### config.mk
export PLATFORM = sky130hd
export DESIGN_NAME = wdog_presc_top
export DESIGN_NICKNAME = d
export VERILOG_FILES = /design/src/rtl/wdp_pkg.sv /design/src/rtl/wdp_base_counter.sv /design/src/rtl/wdp_prescaler.sv /design/src/rtl/wdp_event_out.sv /design/src/rtl/wdog_presc_top.sv
export SDC_FILE = /design/constraint.sdc
export NUM_CORES = 1
export LEC_CHECK = 0
export ABC_AREA = 1
export BUFFER_PORTS_ARGS = -buffer_cell sky130_fd_sc_hd__buf_4
export CORE_AREA = 2 2 66 68
export CTS_CLUSTER_DIAMETER = 30
export DETAILED_ROUTE_END_ITERATION = 8
export DIE_AREA = 0 0 68 70
export PLACE_DENSITY = 0.5
export SLEW_MARGIN = 30
export SYNTH_ARGS = -nofsm -noshare
export SYNTH_HDL_FRONTEND = slang
export SYNTH_SLANG_ARGS = --single-unit
### constraint.sdc
create_clock -name clk -period 1.5 [get_ports clk]
set_input_delay 0.3 -clock clk [delete_from_list [all_inputs] [get_ports clk]]
set_output_delay 0.3 -clock clk [all_outputs]
set_load 0.05 [all_outputs]
### src/rtl/wdp_pkg.sv
package wdp_pkg;
   typedef enum logic {
      ASSIGN_TMR = 1'b0,
      ASSIGN_WDT = 1'b1
   } assign_e;

   typedef struct packed {
      assign_e    owner;
      logic [2:0] ratio;
   } opt_t;
endpackage

### src/rtl/wdp_base_counter.sv
module wdp_base_counter #(
   parameter int BASE_TICKS = 16
) (
   input  logic clk,
   input  logic rst_n,
   input  logic en,
   input  logic restart,
   output logic base_ev
);
   localparam int CW = (BASE_TICKS > 1) ? $clog2(BASE_TICKS) : 1;
   localparam logic [CW-1:0] LAST = CW'(BASE_TICKS - 1);

   logic [CW-1:0] cnt_q;

   assign base_ev = en && !restart && (cnt_q == LAST);

   always_ff @(posedge clk or negedge rst_n) begin
      if (!rst_n) begin
         cnt_q <= '0;
      end else if (restart || !en) begin
         cnt_q <= '0;
      end else if (cnt_q == LAST) begin
         cnt_q <= '0;
      end else begin
         cnt_q <= cnt_q + 1'b1;
      end
   end
endmodule

### src/rtl/wdp_prescaler.sv
module wdp_prescaler #(
   parameter int STAGES = 8,
   parameter int SEL_W  = 4
) (
   input  logic             clk,
   input  logic             rst_n,
   input  logic             clr,
   input  logic             in_ev,
   input  logic [SEL_W-1:0] sel,
   output logic             out_ev
);
   localparam int TAPS = 1 << SEL_W;

   logic [STAGES-1:0] cnt_q;
   logic [TAPS-1:0]   full;

   // full[k] is 1 when the low k stages are all ones (the next event completes 2^k)
   assign full[0] = 1'b1;
   for (genvar k = 1; k < TAPS; k++) begin : g_tap
      if (k <= STAGES) begin : g_real
         assign full[k] = full[k-1] & cnt_q[k-1];
      end else begin : g_unused
         assign full[k] = 1'b0;
      end
   end

   assign out_ev = in_ev && !clr && full[sel];

   always_ff @(posedge clk or negedge rst_n) begin
      if (!rst_n) begin
         cnt_q <= '0;
      end else if (clr) begin
         cnt_q <= '0;
      end else if (in_ev) begin
         cnt_q <= cnt_q + 1'b1;
      end
   end
endmodule

### src/rtl/wdp_event_out.sv
module wdp_event_out (
   input  logic clk,
   input  logic rst_n,
   input  logic timeout,
   input  logic asleep,
   input  logic restart,
   output logic rst_req,
   output logic wake_req,
   output logic to_flag_n
);
   always_ff @(posedge clk or negedge rst_n) begin
      if (!rst_n) begin
         rst_req   <= 1'b0;
         wake_req  <= 1'b0;
         to_flag_n <= 1'b1;
      end else begin
         rst_req  <= timeout && !asleep;
         wake_req <= timeout && asleep;
         if (restart) begin
            to_flag_n <= 1'b1;
         end else if (timeout) begin
            to_flag_n <= 1'b0;
         end
      end
   end
endmodule

### src/rtl/wdog_presc_top.sv
module wdog_presc_top #(
   parameter int BASE_TICKS = 16,
   parameter int RATIO_W    = 3,
   parameter int STAGES     = 8
) (
   input  logic               clk,
   input  logic               rst_n,
   input  logic               cfg_wd_en,
   input  logic               core_asleep,
   input  logic               clr_stb,
   input  logic               sleep_stb,
   input  logic               opt_we,
   input  logic               opt_sel_in,
   input  logic [RATIO_W-1:0] opt_ratio_in,
   input  logic               tmr_src_tick,
   output logic               tmr_tick_out,
   output logic               rst_req,
   output logic               wake_req,
   output logic               to_flag_n
);
   import wdp_pkg::*;

   localparam int SEL_W = RATIO_W + 1;

   if (BASE_TICKS < 2) begin : g_bad_base
      $error("BASE_TICKS must be at least 2");
   end
   if (STAGES != (1 << RATIO_W)) begin : g_bad_stages
      $error("STAGES must equal 2**RATIO_W");
   end
   if (RATIO_W != 3) begin : g_bad_ratio
      $error("option register layout assumes a 3-bit ratio field");
   end

   opt_t opt_q;
   logic sel_change, cmd_restart, wd_restart, pre_clr;
   logic base_ev, pre_in, pre_out, timeout;
   logic [SEL_W-1:0] tap_sel;

   always_ff @(posedge clk or negedge rst_n) begin
      if (!rst_n) begin
         opt_q <= '{owner: ASSIGN_WDT, ratio: '1};
      end else if (opt_we) begin
         opt_q <= '{owner: assign_e'(opt_sel_in), ratio: opt_ratio_in};
      end
   end

   assign sel_change  = opt_we && (assign_e'(opt_sel_in) != opt_q.owner);
   assign cmd_restart = clr_stb || sleep_stb;
   assign wd_restart  = cmd_restart || sel_change;
   assign pre_clr     = sel_change || ((opt_q.owner == ASSIGN_WDT) && cmd_restart);

   wdp_base_counter #(.BASE_TICKS(BASE_TICKS)) base_i (
      .clk     (clk),
      .rst_n   (rst_n),
      .en      (cfg_wd_en),
      .restart (wd_restart),
      .base_ev (base_ev)
   );

   assign pre_in  = (opt_q.owner == ASSIGN_WDT) ? base_ev : tmr_src_tick;
   assign tap_sel = (opt_q.owner == ASSIGN_WDT) ? {1'b0, opt_q.ratio}
                                                : ({1'b0, opt_q.ratio} + 1'b1);

   wdp_prescaler #(.STAGES(STAGES), .SEL_W(SEL_W)) pre_i (
      .clk    (clk),
      .rst_n  (rst_n),
      .clr    (pre_clr),
      .in_ev  (pre_in),
      .sel    (tap_sel),
      .out_ev (pre_out)
   );

   assign timeout = cfg_wd_en && !wd_restart &&
                    ((opt_q.owner == ASSIGN_WDT) ? pre_out : base_ev);

   wdp_event_out evt_i (
      .clk       (clk),
      .rst_n     (rst_n),
      .timeout   (timeout),
      .asleep    (core_asleep),
      .restart   (cmd_restart),
      .rst_req   (rst_req),
      .wake_req  (wake_req),
      .to_flag_n (to_flag_n)
   );

   always_ff @(posedge clk or negedge rst_n) begin
      if (!rst_n) begin
         tmr_tick_out <= 1'b0;
      end else begin
         tmr_tick_out <= (opt_q.owner == ASSIGN_WDT) ? tmr_src_tick : pre_out;
      end
   end
endmodule

* Word-level counts from Yosys, hierarchy flattened
Index checks and enable logic that the tools add are counted.
** Cells by class
- $lt $le $gt $ge :: 1
- Reduce and logical (&&, ||, !) cells :: 19
- Multiplexer cells :: 12
- Bitwise logic cells :: 7
- Add/subtract/negate cells :: 3
- Eq/ne operators :: 2
** Operators with widths (count)
- 8-bit 2-to-1 mux :: 2
- 4-bit 2-to-1 mux :: 3
- 1-bit logical AND :: 9
- 8-bit by 1-bit adder with 8-bit output (second input constant) :: 1
- 1-bit AND :: 7
- 1-bit 2-to-1 mux :: 6
- 4-bit by 5-bit < comparator with 1-bit output (second input constant) :: 1
- 3-bit by 1-bit adder with 4-bit output (second input constant) :: 1
- 4-bit by 1-bit adder with 4-bit output (second input constant) :: 1
- 1-bit binary-select mux with 4-bit select :: 1
- 4-bit equality test (second input constant) :: 1
- 1-bit logical NOT :: 4
- 1-bit logical OR :: 4
- 2-bit nonzero test :: 2
- 1-bit != test :: 1
** Storage, ports and cells
- Bits in registers :: 20
- Output and inout bits :: 4
- Logic and storage cells :: 52

* Logic depth before layout (Yosys ltp)
Gate-level depths: netlist of the first run.
- Depth after elaboration :: 14
- Mapped depth :: 12

* Modules after synthesis
Synthesis of the first run repeated with hierarchy kept, for this count alone.
** Unflattened totals
- Cell total of the unflattened synthesis :: 155
- Area, all modules :: 1176.1 µm²
** By module, submodules not included
- wdp_prescaler :: seq. area each 200.2 µm², times used 1, area each 551.8 µm², cells each 83
- wdog_presc_top :: seq. area each 130.1 µm², times used 1, area each 335.3 µm², cells each 41
- wdp_base_counter :: seq. area each 100.1 µm², times used 1, area each 186.4 µm², cells each 21
- wdp_event_out :: seq. area each 76.3 µm², times used 1, area each 102.6 µm², cells each 10

* Least setup slack after synthesis of the first run
OpenSTA, ideal clock, no wires.
- Path kind :: reg-to-reg
- Start point :: register opt_q[0] in the netlist's numbering
- End point :: register evt_i.to_flag_n
- Period minus slack after synthesis :: 1609 ps
- Setup time :: 78 ps
- Slack :: -109 ps
- Required time :: 1422 ps
- Data arrival time :: 1531 ps
- Stages on the path, launching flop included :: 12
- Path through :: dfstp_2 ha_1 nand2_1 nand2_1 nor2_1 nand2_1 nand3_1 nand2_1 nand2_1 nand3_2 nand3_1 nand2_1
** On the way
- Word-level cells in the longest chain between the ends :: 8
** RTL lines
- start, declared :: line wdog_presc_top.sv:35 : opt_t opt_q;
- start signal, assigned :: line wdog_presc_top.sv:42 : opt_q <= '{owner: ASSIGN_WDT, ratio: '1};
- start signal, assigned :: line wdog_presc_top.sv:44 : opt_q <= '{owner: assign_e'(opt_sel_in), ratio: opt_ratio_in};
- 3-bit by 1-bit adder with 4-bit output :: line wdog_presc_top.sv:63 : : ({1'b0, opt_q.ratio} + 1'b1);
- 4-bit 2-to-1 mux (*) :: line wdog_presc_top.sv:62 : assign tap_sel = (opt_q.owner == ASSIGN_WDT) ? {1'b0, opt_q.ratio}
- 1-bit binary-select mux with 4-bit select (*) :: line wdp_prescaler.sv:27 : assign out_ev = in_ev && !clr && full[sel];
- 1-bit 2-to-1 mux (not written as such) (*) :: line wdp_prescaler.sv:27
- 1-bit logical AND (*) :: line wdp_prescaler.sv:27
- 1-bit 2-to-1 mux (*) :: line wdog_presc_top.sv:75 : ((opt_q.owner == ASSIGN_WDT) ? pre_out : base_ev);
- 1-bit logical AND (*) :: line wdog_presc_top.sv:74 : assign timeout = cfg_wd_en && !wd_restart &&
- 2-bit nonzero test (no line) (*)
- end signal, assigned :: line wdp_event_out.sv:15 : to_flag_n <= 1'b1;
- end signal, assigned :: line wdp_event_out.sv:20 : to_flag_n <= 1'b1;
- end signal, assigned :: line wdp_event_out.sv:22 : to_flag_n <= 1'b0;
- end, declared :: line wdp_event_out.sv:9 : output logic to_flag_n
Mark *: on every way between the ends. The rest lies on a longest branch, timed or not. The select of a mux whose other input is x is not followed.
A chain may end at the register's enable or synchronous reset.

* Worst setup path after layout of the first run
- Start point :: register opt_q[3] in the netlist's numbering
- End point :: register evt_i.wake_req
** On the way
- Word-level cells in the longest chain between the ends :: 12
** RTL lines
- branches (longest 10 deep; another with 4-bit 2-to-1 mux)
- 1-bit logical AND (*) :: line wdog_presc_top.sv:74
- 1-bit logical AND (*) :: line wdp_event_out.sv:18 : wake_req <= timeout && asleep;
- end signal, assigned :: line wdp_event_out.sv:18
- end, declared :: line wdp_event_out.sv:8 : output logic wake_req,
Mark *: on every way between the ends. The select of a mux whose other input is x is not followed.

==> flow_metrics.py, run 1 <==
metrics = {
    "outcome": {
        "status": "finished, violations left",
        "violations": "negative setup slack",
    },
    "placed_design": {
        "globalplace.congestion": 0.7922,
        "dp_slack_ns": -0.1159,
        "port_buffers": 15,
        "placed_cells": 218,
        "post-dp-hpwl_um": 2000,
    },
    "worst_setup_path": {
        "cp_slowest_cell": "dfstp_2",
        "cp_num_buf_inv": 1,
        "r2r-start": "opt_q[3]$_DFFE_PN1P_",
        "end_kind": "flip-flop",
        "ff2ff_path_depth": 9,
        "cpMostUsedCell": "nand2_1",
        "cp-start-kind": "flip-flop",
        "critPathKind": "reg -> reg",
        "cp-startpoint": "opt_q[3]$_DFFE_PN1P_",
        "crit_required_ns": 1.69,
        "critPathMaxStageDelay_ns": 0.60,
        "reg2reg_to": "evt_i.wake_req$_DFF_PN0_",
        "path_depth": 9,
        "rrSetupSlack_ns": -0.04,
        "crit_family": "flip-flops",
        "cp_max_fo": 4,
        "critPathArrivalTime_ns": 1.73,
        "endpoint": "evt_i.wake_req$_DFF_PN0_",
        "crit_chain": "buf_4 > nand2_2 > nand2_1 > nand2_1 > nor2_1 > a21oi_2 > nor2_4 > nand3_4 > a21boi_2",
    },
    "drt": {
        "drtIter0Drc": 27,
        "wl_per_cell_um": 11.48,
        "drcViolationCount": 0,
        "dr_total_vias": 991,
        "antenna_left": 0,
        "via_per_inst": 4.404,
        "wirelength_um": 2582,
        "drt-pass1-iter-count": 3,
    },
    "synthesis": {
        "ys_async_sr_fraction_pct": 100.0,
        "ys_ff_latch": 20,
        "synth_simple_gate_area_share_pct": 32.15,
        "synth_top_family_by_area": "simple AND/OR/NAND/NOR gates",
        "muxShareOfSynthArea_pct": 0.9709,
        "synth_fa_ha_area_share_pct": 4.315,
        "synthTopCellsByArea": "dfrtp_1 32%, dfstp_2 11%, nand2_1 9.7%, nand3_1 6.5%, inv_1 5.2%",
        "ys_seq_area_share_pct": 43.69,
        "synth_top_area_share_pct": 32.36,
        "synth-xor-area-share_pct": 2.265,
        "netlist_top_cells_count": "30 x nand2_1, 16 x inv_1, 15 x dfrtp_1, 15 x nand3_1, 12 x nor2_1",
        "syn_area_um2": 1160,
        "synth_warnings": 0,
        "synth_compound_area_share_pct": 9.817,
        "synth_area_per_cell_um2": 8.405,
        "syn_inst": 138,
        "yosysMostFrequentCell": "nand2_1",
        "synthFlopType": "dfrtp_1",
        "syn-num-nets": 154,
        "synth-edff-count": 0,
        "synth_cell_type_count": 28,
        "yosysTopAreaCell": "dfrtp_1",
    },
    "clocking": {
        "cts_sinks": 20,
        "clkTransAtPathRegs_ns": 0.08,
        "htree_num_levels": 1,
        "tritoncts": "yes",
        "cts_made_buffers": 3,
        "clock_latency_ns": 0.26,
        "clockBufferDepth": 2,
        "root_buffer": "clkbuf_8",
    },
    "floorplanning": {
        "num_rows": 24,
        "floorplan.initialDensity_pct": 27.99,
        "coreArea_um2": 4144,
        "die_h_um": 70,
        "die_area_um2": 4760,
        "die-width_um": 68,
        "io_pins": 16,
    },
    "layout": {
        "antenna_cells": 0,
        "final_cells": 225,
        "nets": 190,
        "areaGrowthSynthToFinish_pct": 41.86,
        "n_fill_cell": 425,
        "drive_gt1_share_pct": 44.51,
    },
    "pwr": {
        "powerDensity_nw_per_um2": 880.6,
        "vdd_drop_max_v": 0.0004991,
        "p_leak_nw": 0.7360,
    },
    "sta": {
        "final-max-slew-violation-count": 0,
        "finalHoldViolations": 0,
        "fin_worst_skew_ns": 0.003413,
        "setup_ws_ns": -0.04295,
        "period_needed_ns": 1.543,
        "setup_violations": 4,
        "rsz0062_at_grt": "yes",
        "slew_headroom_pct": 82.49,
        "worst_pin_slew_ns": 0.2626,
        "min_period_over_period_pct": 102.9,
        "fmax_mhz": 648.1,
    },
    "global_routing": {
        "grt_use_total_pct": 12.13,
        "grt_pass1_vias": 1047,
        "antenna_found_initial": 0,
        "grt_max_degree": 21,
        "grt_pass1_wl_um": 4498,
        "gr-total-overflow": 0,
    },
    "worst_hold_path": {
        "hold_path_class": "in -> reg",
    },
    "job": {
        "maxCapViolCount": 0,
    },
}
## cell families (layout without fill, tap and decap cells)
| logic type | Yosys count | count (layout) |
|---|---|---|
| AO/OA/AOI/OAI | 18 | 18 |
| multiplexers | 1 | 1 |
| buffers and inverters | 19 | 54 |
| adder cells (fa/ha/maj) | 4 | 4 |
| XOR/XNOR | 3 | 3 |
| AND/OR/NAND/NOR | 73 | 73 |
| flip-flops | 20 | 20 |
## cell usage in the layout, fill, tap and decap left out, types with 4 or more instances in the layout
cell type	n
nand2_1	25
dfstp_2	5
nand3_2	6
nor2_4	4
nor2_1	10
nand2_2	4
nand2_4	4
buf_4	32
dfrtp_1	15
o21ai_0	4
nand4_1	4
inv_1	13
nand3_1	11
## how the worst min path moves through the flow
stage,slack [ns],start,cells past startpoint,endpoint
floorplan,0.004,rst_n,0,base_i.cnt_q[0]$_DFF_PN0_
global placement,0.20,rst_n,1,tmr_tick_out$_DFF_PN0_
detailed placement,0.20,rst_n,1,evt_i.wake_req$_DFF_PN0_
CTS,0.18,core_asleep,2,evt_i.rst_req$_DFF_PN0_
global route,0.18,core_asleep,2,evt_i.rst_req$_DFF_PN0_
finish,0.18,core_asleep,2,evt_i.rst_req$_DFF_PN0_
## timing repair
action                                  CTS  global route
hold buffers                              1             0
hold endpoints to repair                 15             0
pin swaps                                 5             8
gates resized for setup                  10            19
setup buffers                             0             2
endpoints found under the setup margin   10            12
## worst register-to-register path: cells and delay by family (launching register included)
family / cells / cell delay (ns)
flip-flops: 1 / 0.60
AND/OR/NAND/NOR: 6 / 0.54
AO/OA/AOI/OAI: 2 / 0.21
buffers and inverters: 1 / 0.14
## sequential cells by signal, indices dropped and copies added (netlist names)
signal           flops
pre_i.cnt_q          8
base_i.cnt_q         4
opt_q                4
evt_i.rst_req        1
evt_i.to_flag_n      1
evt_i.wake_req       1
tmr_tick_out         1
## final cells by class
class / count / area (µm²) / area share, %
tap: 52 / 65.06 / 3.954
multi-input combinational: 99 / 680.7 / 41.37
timing repair buffer: 33 / 250.2 / 15.21
clock inverter: 1 / 30.03 / 1.825
clock buffer: 3 / 41.29 / 2.510
sequential: 20 / 506.7 / 30.80
inverter: 17 / 71.32 / 4.335
## layer usage
| layer | track usage, % | routed length (µm) |
|---|---|---|
| met1 | 15.69 | 1186 |
| met2 | 19.85 | 1279 |
| met3 | 1.932 | 75 |
| met4 | 4.667 | 40 |
| met5 | 0 | 0 |
## metrics by stage
stage               hold WS (ns)  total power, mW  area, µm²  setup TNS [ns]  util (%)
global route              0.1815            1.531       1645          -1.034     39.70
floorplan               0.004409           0.7509       1180        -0.07837         -
finish                    0.1841            1.449       1645         -0.1451     39.70
global placement          0.1977           0.8613       1455         -0.4793     35.11
detailed placement        0.2021           0.8657       1455         -0.6895     35.11
CTS                       0.1806            1.444       1575         -0.4094     38.01
## where the power goes
part	internal, mW	switching [mW]	total (mW)	leakage [nW]
Sequential	0.568	0.0180	0.586	0.260
Clock	0.356	0.193	0.550	0.0357
Combinational	0.138	0.176	0.313	0.441
(Power assumes the default switching activity.)
==> run 2, diff against run 1 <==
Settings changed: CTS_BUF_LIST set to sky130_fd_sc_hd__clkbuf_16.
Clock period 1.5 ns to 1.4 ns, I/O delays scaled along.
==> run 2 against run 1 <==
- first-iteration DRC count shrank 30%
- hold slack got worse by 0.0072 ns
- the flow still finishes with violations (negative setup slack)
- fmax is 3.4% lower
- critical path type unchanged
- worst setup slack got worse by 0.15 ns
- non-clock buffer count grew 5
- sequential power grew 7.7%
- routed wire length up 10%
- clock skew is 0.0019 ns higher
==> flow_metrics.py, run 2 (synthesis gave the netlist of run 1 again) <==
metrics = {
    "outcome": {
        "status": "finished, violations left",
        "violations": "negative setup slack",
    },
    "sta": {
        "worst_pin_slew_ns": 0.2704,
        "finalHoldViolations": 0,
        "rsz0062_at_grt": "yes",
        "fin_worst_skew_ns": 0.005354,
        "fin_tns_setup_ns": -1.737,
        "whs_ns": 0.1769,
        "setup_violations": 16,
        "setup_ws_ns": -0.1972,
        "final-max-slew-violation-count": 0,
        "min_period_over_period_pct": 114.1,
        "slew_headroom_pct": 81.98,
        "fmax_mhz": 626.1,
        "period_needed_ns": 1.597,
    },
    "layout": {
        "final_cells": 231,
        "regArea_um2": 506.7,
        "final_common_cell": "buf_4",
        "reg_top3": "pre_i.cnt_q: 8 flops, base_i.cnt_q: 4 flops, opt_q: 4 flops",
        "multiInputGateArea_um2": 723.2,
        "nets": 196,
        "n_fill_cell": 405,
        "mostFrequentLayoutCells": "36 x buf_4, 20 x nand2_1, 15 x dfrtp_1, 13 x inv_1, 11 x nand3_1",
        "antenna_cells": 0,
        "areaGrowthSynthToFinish_pct": 52.10,
        "largest_reg_flops": 8,
        "max_flop_register": "pre_i.cnt_q",
        "drive_gt1_share_pct": 51.40,
    },
    "pwr": {
        "switching_share_pct": 25.13,
        "clockPowerShare_pct": 44.1,
        "powerDensity_nw_per_um2": 1014,
        "seqPwrFrac_pct": 35.2,
        "power.total_mw": 1.789,
        "p_leak_nw": 0.7855,
        "combPwrFrac_pct": 20.7,
        "p_int_mw": 1.339,
        "vdd_drop_max_v": 0.0005884,
        "switching_power_uw": 449.5,
    },
    "placed_design": {
        "globalplace.congestion": 0.7918,
        "post-dp-hpwl_um": 2087,
        "port_buffers": 15,
        "placed_cells": 221,
        "dp_slack_ns": -0.2476,
    },
    "clocking": {
        "clockBufferDepth": 2,
        "cts_made_buffers": 3,
        "root_buffer": "clkbuf_16",
        "htree_num_levels": 1,
        "tritoncts": "yes",
        "clkTransAtPathRegs_ns": 0.06,
        "clock_latency_ns": 0.25,
        "cts_sinks": 20,
    },
    "worst_setup_path": {
        "critPathArrivalTime_ns": 1.78,
        "crit_required_ns": 1.58,
        "rrSetupSlack_ns": -0.20,
        "end_kind": "flip-flop",
        "crit_family": "simple AND/OR/NAND/NOR gates",
        "cp_num_buf_inv": 1,
        "cp-start-kind": "flip-flop",
        "crit_chain": "buf_6 > nand2_2 > nand2_1 > nand2_1 > nor2_2 > a21oi_2 > nor2_4 > nand3_4 > nand3_2 > nand2_1",
        "critPathMaxStageDelay_ns": 0.63,
        "cpMostUsedCell": "nand2_1",
        "cp_slowest_cell": "dfstp_2",
        "critPathKind": "reg -> reg",
        "cp_max_fo": 5,
    },
    "drt": {
        "drcViolationCount": 0,
        "drt-pass1-iter-count": 4,
        "wirelength_um": 2841,
        "drtIter0Drc": 19,
        "antenna_left": 0,
        "via_per_inst": 4.654,
        "wl_per_cell_um": 12.30,
        "dr_total_vias": 1075,
    },
    "global_routing": {
        "grt_pass1_vias": 1126,
        "gr-total-overflow": 0,
        "antenna_found_initial": 0,
        "grt_pass1_wl_um": 4761,
        "grt_max_degree": 21,
        "grt_use_total_pct": 12.86,
    },
    "floorplanning": {
        "num_rows": 24,
        "die-width_um": 68,
        "coreArea_um2": 4144,
        "die_area_um2": 4760,
        "io_pins": 16,
        "floorplan.initialDensity_pct": 27.99,
        "die_h_um": 70,
    },
    "worst_hold_path": {
        "hold_path_class": "in -> reg",
    },
    "job": {
        "maxCapViolCount": 0,
    },
}
run 2: cell types whose count changed in the layout (fill, tap and decap cells not counted), sizes merged:
cell,delta
inv,+1
buf,+5
run 2: metal layers:
| metal | part of all wire [%] | wire length [µm] | global-route usage, % |
|---|---|---|---|
| met1 | 43 | 1223 | 14.91 |
| met5 | 0 | 0 | 0 |
| met2 | 54 | 1530 | 22.98 |
| met4 | 1.3 | 37 | 4.889 |
| met3 | 1.8 | 51 | 1.932 |
run 2: area by class of cell:
cell class / instances / area share, %
repair inverters: 1 / 0.2128
flip-flops and latches: 20 / 28.72
well taps: 52 / 3.688
multi-input cells: 99 / 40.99
inverters: 17 / 3.901
clock inverters: 1 / 1.702
repair buffers: 38 / 16.52
clock buffers: 3 / 4.255
run 2: path summary, 6_finish.rpt:
check	start	endpoint	cells past startpoint
worst max-delay path	opt_q[3]$_DFFE_PN1P_	evt_i.to_flag_n$_DFFE_PN1P_	10
worst min-delay path	core_asleep	evt_i.rst_req$_DFF_PN0_	2
worst max register to register	opt_q[3]$_DFFE_PN1P_	evt_i.to_flag_n$_DFFE_PN1P_	10
worst min register to register	evt_i.to_flag_n$_DFFE_PN1P_	evt_i.to_flag_n$_DFFE_PN1P_	2
max in group asynchronous	rst_n	opt_q[2]$_DFFE_PN1P_	2
min in group asynchronous	rst_n	tmr_tick_out$_DFF_PN0_	2
run 2: through the flow:
stage                     utilization (%)  instance area, µm²
after floorplan                         -                1190
after global placement              35.90                1488
after detailed placement            35.90                1488
after CTS                           40.46                1677
after global routing                42.57                1764
final                               42.57                1764
run 2: what timing repair did:
action | in CTS | in global routing
hold buffers | 1 | 0
resized for setup | 17 | 18
endpoints found under the hold margin | 15 | 0
gates cloned | 1 | 0
buffers inserted | 2 | 2
setup endpoints to repair | 12 | 16
pin swaps | 5 | 8
run 2: worst register-to-register path: stages, from the launching register on:
cell	delay, ns
dfstp_2	0.63
buf_6	0.13
nand2_2	0.07
nand2_1	0.10
nand2_1	0.07
nor2_2	0.09
a21oi_2	0.07
nor2_4	0.12
nand3_4	0.11
nand3_2	0.08
nand2_1	0.06
run 2: power groups by stage:
stage / Combinational (mW) / Sequential, mW / Clock, mW
after detailed placement: 0.295 / 0.637 / 0
final: 0.370 / 0.631 / 0.788
after global routing: 0.406 / 0.634 / 0.830
after floorplan: 0.151 / 0.654 / 0
after CTS: 0.330 / 0.629 / 0.803
after global placement: 0.286 / 0.635 / 0
